[src/rtl/rtcc_pkg.sv]
package rtcc_pkg;

    typedef struct packed {
        logic [7:0] cent;
        logic [7:0] year;
        logic [7:0] month;
        logic [7:0] date;
        logic [7:0] dow;
        logic [7:0] hour;
        logic [7:0] min;
        logic [7:0] sec;
    } rtc_time_t;

    typedef enum logic [3:0] {
        OFS_CENT = 4'h0,
        OFS_CTRL = 4'h8,
        OFS_SEC  = 4'h9,
        OFS_MIN  = 4'hA,
        OFS_HOUR = 4'hB,
        OFS_DOW  = 4'hC,
        OFS_DATE = 4'hD,
        OFS_MON  = 4'hE,
        OFS_YEAR = 4'hF
    } rtc_ofs_e;

    localparam int FRZ_BIT = 6;

    function automatic logic [7:0] bcd_next(input logic [7:0] v);
        if (v[3:0] == 4'd9) return {v[7:4] + 4'd1, 4'd0};
        return v + 8'd1;
    endfunction

    // two-digit BCD year divisible by 4
    function automatic logic is_leap(input logic [7:0] y);
        if (y[4]) return (y[3:0] == 4'd2) || (y[3:0] == 4'd6);
        return (y[3:0] == 4'd0) || (y[3:0] == 4'd4) || (y[3:0] == 4'd8);
    endfunction

    function automatic logic [7:0] last_day(input logic [7:0] m, input logic [7:0] y);
        case (m)
            8'h02:                      return is_leap(y) ? 8'h29 : 8'h28;
            8'h04, 8'h06, 8'h09, 8'h11: return 8'h30;
            default:                    return 8'h31;
        endcase
    endfunction

    function automatic rtc_time_t time_at_reset(input logic [7:0] c);
        rtc_time_t t;
        t = '0;
        t.cent  = c;
        t.month = 8'h01;
        t.date  = 8'h01;
        t.dow   = 8'h01;
        return t;
    endfunction

    function automatic rtc_time_t advance(input rtc_time_t t);
        rtc_time_t r;
        r = t;
        if (t.sec != 8'h59) r.sec = bcd_next(t.sec);
        else begin
            r.sec = 8'h00;
            if (t.min != 8'h59) r.min = bcd_next(t.min);
            else begin
                r.min = 8'h00;
                if (t.hour != 8'h23) r.hour = bcd_next(t.hour);
                else begin
                    r.hour = 8'h00;
                    r.dow  = (t.dow == 8'h07) ? 8'h01 : bcd_next(t.dow);
                    if (t.date != last_day(t.month, t.year)) r.date = bcd_next(t.date);
                    else begin
                        r.date = 8'h01;
                        if (t.month != 8'h12) r.month = bcd_next(t.month);
                        else begin
                            r.month = 8'h01;
                            if (t.year != 8'h99) r.year = bcd_next(t.year);
                            else begin
                                r.year = 8'h00;
                                r.cent = (t.cent == 8'h99) ? 8'h00 : bcd_next(t.cent);
                            end
                        end
                    end
                end
            end
        end
        return r;
    endfunction

endpackage

[src/rtl/rtcc_live.sv]
module rtcc_live
    import rtcc_pkg::*;
#(
    parameter logic [7:0] RESET_CENT = 8'h20
) (
    input  logic      clk,
    input  logic      rst,
    input  logic      tick,
    input  logic      fld_wr,
    input  logic [3:0] fld_ofs,
    input  logic [7:0] fld_data,
    output rtc_time_t live
);
    rtc_time_t nxt;

    always_comb begin
        nxt = tick ? advance(live) : live;
        if (fld_wr) begin
            case (fld_ofs)
                OFS_CENT: nxt.cent  = fld_data;
                OFS_SEC:  nxt.sec   = fld_data;
                OFS_MIN:  nxt.min   = fld_data;
                OFS_HOUR: nxt.hour  = fld_data;
                OFS_DOW:  nxt.dow   = fld_data;
                OFS_DATE: nxt.date  = fld_data;
                OFS_MON:  nxt.month = fld_data;
                OFS_YEAR: nxt.year  = fld_data;
                default:  ;
            endcase
        end
    end

    always_ff @(posedge clk) begin
        if (rst) live <= time_at_reset(RESET_CENT);
        else     live <= nxt;
    end
endmodule

[src/rtl/rtcc_view.sv]
module rtcc_view
    import rtcc_pkg::*;
#(
    parameter logic [7:0] RESET_CENT = 8'h20
) (
    input  logic      clk,
    input  logic      rst,
    input  logic      ctrl_wr,
    input  logic      ctrl_frz,
    input  rtc_time_t live,
    output rtc_time_t view,
    output logic      frz
);
    always_ff @(posedge clk) begin
        if (rst) begin
            frz  <= 1'b0;
            view <= time_at_reset(RESET_CENT);
        end else begin
            if (ctrl_wr) frz <= ctrl_frz;
            if (!frz)    view <= live;
        end
    end
endmodule

[src/rtl/rtcc_decode.sv]
module rtcc_decode
    import rtcc_pkg::*;
#(
    parameter int ADDR_W = 17
) (
    input  logic [ADDR_W-1:0] addr,
    input  logic              ce,
    input  logic              we,
    input  logic              re,
    input  logic [7:0]        wdata,
    input  rtc_time_t         view,
    input  logic              frz,
    input  logic [7:0]        mem_rdata,
    output logic [7:0]        rdata,
    output logic              fld_wr,
    output logic              ctrl_wr,
    output logic [3:0]        ofs,
    output logic              mem_ce,
    output logic              mem_we,
    output logic              mem_re
);
    localparam int HI_W = ADDR_W - 4;

    logic       hit;
    logic       bus_wr;
    logic [7:0] reg_byte;

    assign hit     = (addr[ADDR_W-1:4] == {HI_W{1'b1}});
    assign ofs     = addr[3:0];
    assign bus_wr  = ce && we && hit;
    assign ctrl_wr = bus_wr && (ofs == OFS_CTRL);
    assign fld_wr  = bus_wr && (ofs != OFS_CTRL);
    assign mem_ce  = ce && !hit;
    assign mem_we  = ce && we && !hit;
    assign mem_re  = ce && re && !hit;

    always_comb begin
        reg_byte = 8'h00;
        case (ofs)
            OFS_CENT: reg_byte = view.cent;
            OFS_CTRL: reg_byte[FRZ_BIT] = frz;
            OFS_SEC:  reg_byte = view.sec;
            OFS_MIN:  reg_byte = view.min;
            OFS_HOUR: reg_byte = view.hour;
            OFS_DOW:  reg_byte = view.dow;
            OFS_DATE: reg_byte = view.date;
            OFS_MON:  reg_byte = view.month;
            OFS_YEAR: reg_byte = view.year;
            default:  reg_byte = 8'h00;
        endcase
    end

    assign rdata = (ce && re) ? (hit ? reg_byte : mem_rdata) : 8'h00;

    logic unused_wdata;
    assign unused_wdata = ^wdata;
endmodule

[src/rtl/rtcc_top.sv]
module rtcc_top
    import rtcc_pkg::*;
#(
    parameter int         ADDR_W     = 17,
    parameter logic [7:0] RESET_CENT = 8'h20
) (
    input  logic              clk,
    input  logic              rst,
    input  logic [ADDR_W-1:0] addr,
    input  logic              ce,
    input  logic              we,
    input  logic              re,
    input  logic [7:0]        wdata,
    output logic [7:0]        rdata,
    input  logic              tick_1hz,
    output logic              mem_ce,
    output logic              mem_we,
    output logic              mem_re,
    output logic [ADDR_W-1:0] mem_addr,
    output logic [7:0]        mem_wdata,
    input  logic [7:0]        mem_rdata
);
    rtc_time_t  live_time;
    rtc_time_t  view_time;
    logic       freeze_q;
    logic       fld_wr;
    logic       ctrl_wr;
    logic [3:0] ofs;

    assign mem_addr  = addr;
    assign mem_wdata = wdata;

    rtcc_decode #(.ADDR_W(ADDR_W)) u_dec (
        .addr(addr), .ce(ce), .we(we), .re(re), .wdata(wdata),
        .view(view_time), .frz(freeze_q), .mem_rdata(mem_rdata),
        .rdata(rdata), .fld_wr(fld_wr), .ctrl_wr(ctrl_wr), .ofs(ofs),
        .mem_ce(mem_ce), .mem_we(mem_we), .mem_re(mem_re)
    );

    rtcc_live #(.RESET_CENT(RESET_CENT)) u_live (
        .clk(clk), .rst(rst), .tick(tick_1hz),
        .fld_wr(fld_wr), .fld_ofs(ofs), .fld_data(wdata),
        .live(live_time)
    );

    rtcc_view #(.RESET_CENT(RESET_CENT)) u_view (
        .clk(clk), .rst(rst), .ctrl_wr(ctrl_wr), .ctrl_frz(wdata[FRZ_BIT]),
        .live(live_time), .view(view_time), .frz(freeze_q)
    );
endmodule

[config.mk]
export PLATFORM = sky130hd
export DESIGN_NAME = rtcc_top
export DESIGN_NICKNAME = d
export VERILOG_FILES = /design/src/rtl/rtcc_pkg.sv /design/src/rtl/rtcc_live.sv /design/src/rtl/rtcc_view.sv /design/src/rtl/rtcc_decode.sv /design/src/rtl/rtcc_top.sv
export SDC_FILE = /design/constraint.sdc
export NUM_CORES = 1
export LEC_CHECK = 0
export BUFFER_PORTS_ARGS = -buffer_cell sky130_fd_sc_hd__buf_2
export CAP_MARGIN = 40
export CORE_MARGIN = 1
export CORE_UTILIZATION = 30
export CTS_BUF_LIST = sky130_fd_sc_hd__clkbuf_4 sky130_fd_sc_hd__clkbuf_8
export DETAILED_ROUTE_END_ITERATION = 12
export MAX_ROUTING_LAYER = met4
export PLACE_DENSITY = 0.49
export SYNTH_ARGS = -nofsm -noshare
export SYNTH_HDL_FRONTEND = slang
export SYNTH_SLANG_ARGS = --single-unit
[constraint.sdc]
create_clock -name clk -period 2.75 [get_ports clk]
set_input_delay 0.275 -clock clk [delete_from_list [all_inputs] [get_ports clk]]
set_output_delay 0.275 -clock clk [all_outputs]
set_load 0.02 [all_outputs]
==> out/results.tsv <==
metric	value	unit
status	complete, no violations	
whs	0.2511	ns
required	3.12	ns
fmax	0.3715	GHz
grt_max_degree	117	
gp_congestion	0.9160	
finalSetupTns	0	ns
utilization	0.3563	
max_slew.worst_pin.slew	0.7284	ns
dpl_cell_area	9111	sq um
clock_skew	0.01164	ns
yosys_warnings	0	
synth_seq_cells	129	
ys_async_sr_fraction	0	
syn_nets	1100	
grt_antenna_before_repair	0	
stdcell_area	9602	sq um
drc_errors	0	
synth_area	8245	sq um
grt_pass1_wl	45.64	mm
finalHoldViolCount	0	
drive_gt1_frac	0.1931	
grtUsageTotal	0.2225	
slew_viol_final	0	
viasPerCell	5.572	
holdCritPathClass	in -> reg	
fin_crit	2.692	ns
dp_hpwl	21.84	mm
tritoncts	yes	
setup.worst_path.start_class	flip-flop	
vias	8074	
path_clk_slew	0.08	ns
ios	75	
postSynthAreaPerCell	7.982	sq um
drt_iter0_drc	762	
clock_path_buffers	2	
overflow	0	
core_area	26950	sq um
numPortBuffers	74	
power	4.181	mW
netlist_instances	1033	
dieHeight	167.8	um
grt_pass1_vias	7294	
routedWlPerCell	20.72	um
placed_cells	1417	
insertion_delay	0.46	ns
cap_violations	0	
cts_buffers	17	
synthFlopType	dfxtp_1	
cts.sinks	129	
synth_cell_types	79	
powerDensity	435.5	nW/um^2
areaGrowthSynthToFinish	16.45	%
ctsHoldBuffers	0	
drt_wl_total	30.02	mm
maxSlewHeadroom	0.5138	
fin_nets	1162	
worst-setup-path-type	reg -> reg	
ant_nets	0	
ys_seq_area_frac	0.3132	
n_antenna_cell	0	
static-leakage-power	3.426	nW
post_cts.repair.setup_buffers	0	
path_max_fanout	10	
rows	60	
setup_ws	0.05847	ns
cp_data_arrival_time	3.06	ns
cts-root-buf	clkbuf_8	
min_period_over_period	0.9787	
die-area	28150	sq um
rsz0062_at_grt	false	
synth_edf_count	0	
cp-end-kind	flip-flop	
setup_viol	0	
initial_core_util	0.3059	
stdcell_count	1449	
dp_slack	0.09332	ns
fillerInstances	2835	
ir_worst_vdd	0.0002564	V
drtPass1Iterations	5	
die_w	167.8	um
htree_levels	4	
## cells in the mapped netlist (9+ instances only)
cell type / instances / area, sq um
buf_4: 25 / 187.7
mux2_2: 9 / 101.4
a22oi_1: 9 / 67.56
nand2b_1: 10 / 62.56
nand3b_1: 12 / 90.09
inv_1: 23 / 86.33
o21ai_0: 53 / 265.3
or4_1: 11 / 82.58
ha_1: 28 / 350.3
nand3_1: 40 / 200.2
and3_1: 10 / 62.56
a31oi_1: 16 / 100.1
nor3_1: 27 / 135.1
nor4_1: 15 / 93.84
a21oi_1: 45 / 225.2
mux2i_1: 77 / 770.7
o211ai_1: 10 / 75.07
nor2b_1: 11 / 68.82
nand4_1: 19 / 118.9
clkbuf_1: 61 / 229.0
a211oi_1: 28 / 210.2
nand2_1: 73 / 274.0
dfxtp_1: 129 / 2582
nor2_1: 143 / 536.8
## placed cells by master, fill, tap and decap left out, drive strengths merged, types with 6 or more instances in the layout
cell type and instances:
buf 147, nor2 145, dfxtp 129, mux2i 77, nand2 73, o21ai 53
a21oi 45, nand3 40, a211oi 29, ha 28, nor3 27, inv 24
nand4 20, clkbuf 20, nor4 18, a31oi 16, nand3b 12, or4 12
nor2b 11, o211ai 10, and3 10, nand2b 10, mux2 10, a22oi 9
and2 8, xnor2 7, or2 7, o22ai 6, nor3b 6, o31ai 6
or3 6
## worst max-delay path: stages, from the launching register on
cell and delay, ns:
dfxtp_1 0.32, inv_1 0.06, ha_1 0.21, nand4b_1 0.26, buf_4 0.25, nor4_2 0.30, buf_4 0.25, nand4_1 0.11
or4_4 0.45, mux2_1 0.32, o311ai_1 0.08
## layer usage
layer	up-vias	global-route usage	part of all wire
met1	3896	0.3084	0.48
li1	3866	-	-
met2	283	0.3411	0.46
met4	0	0.05903	0.015
met5	-	-	0
met3	29	0.02656	0.050
## sequential cells by signal (all words and copies together), names as in the netlist
| name | flops |
|---|---|
| u_view.view | 64 |
| u_view.frz | 1 |
| u_live.live | 64 |
## layout make-up
type / instances / area, sq um / area share
inverters: 23 / 86.33 / 0.008991
multi-input cells: 777 / 5096 / 0.5308
flip-flops and latches: 129 / 2586 / 0.2694
clock buffers: 20 / 269.0 / 0.02802
repair buffers: 147 / 933.4 / 0.09721
well taps: 341 / 426.7 / 0.04444
clock inverters: 12 / 203.9 / 0.02124
## logic make-up (layout without fill, tap and decap cells)
| kind of cell | count (synthesis) | count (layout) | synth area share |
|---|---|---|---|
| AOI/OAI and AO/OA | 222 | 222 | 0.1785 |
| xor gates and xnor gates | 12 | 12 | 0.01275 |
| adders and majority gates | 28 | 28 | 0.04249 |
| buffers and inverters | 127 | 202 | 0.07162 |
| DFF | 129 | 129 | 0.3132 |
| muxes | 90 | 90 | 0.1153 |
| and+or+nand+nor | 425 | 425 | 0.2662 |
## where the power goes
part / total (mW) / switching [mW] / internal, mW / leakage (nW)
Sequential: 1.88 / 0.00829 / 1.87 / 1.04
Clock: 1.99 / 0.848 / 1.14 / 0.229
Combinational: 0.308 / 0.217 / 0.0911 / 2.16
Total: 4.18 / 1.07 / 3.11 / 3.43
## final timing paths
kind                            cells past startpoint  slack, ns                    startpoint                      endpoint
worst max-delay path                               10       0.06     u_live.live[1]$_SDFF_PP0_    u_live.live[50]$_SDFF_PP0_
worst min-delay path                                3       0.25                      wdata[4]     u_live.live[4]$_SDFF_PP0_
worst max register to register                     10       0.06     u_live.live[1]$_SDFF_PP0_    u_live.live[50]$_SDFF_PP0_
worst min register to register                      2       0.48  u_view.view[40]$_SDFFE_PP1N_  u_view.view[40]$_SDFFE_PP1N_
## what timing repair did
action	CTS	global route
endpoints found under the hold margin	0	0
resized for setup	0	3
endpoints found under the setup margin	0	9
No activity file was read; power rests on OpenSTA's default activity.
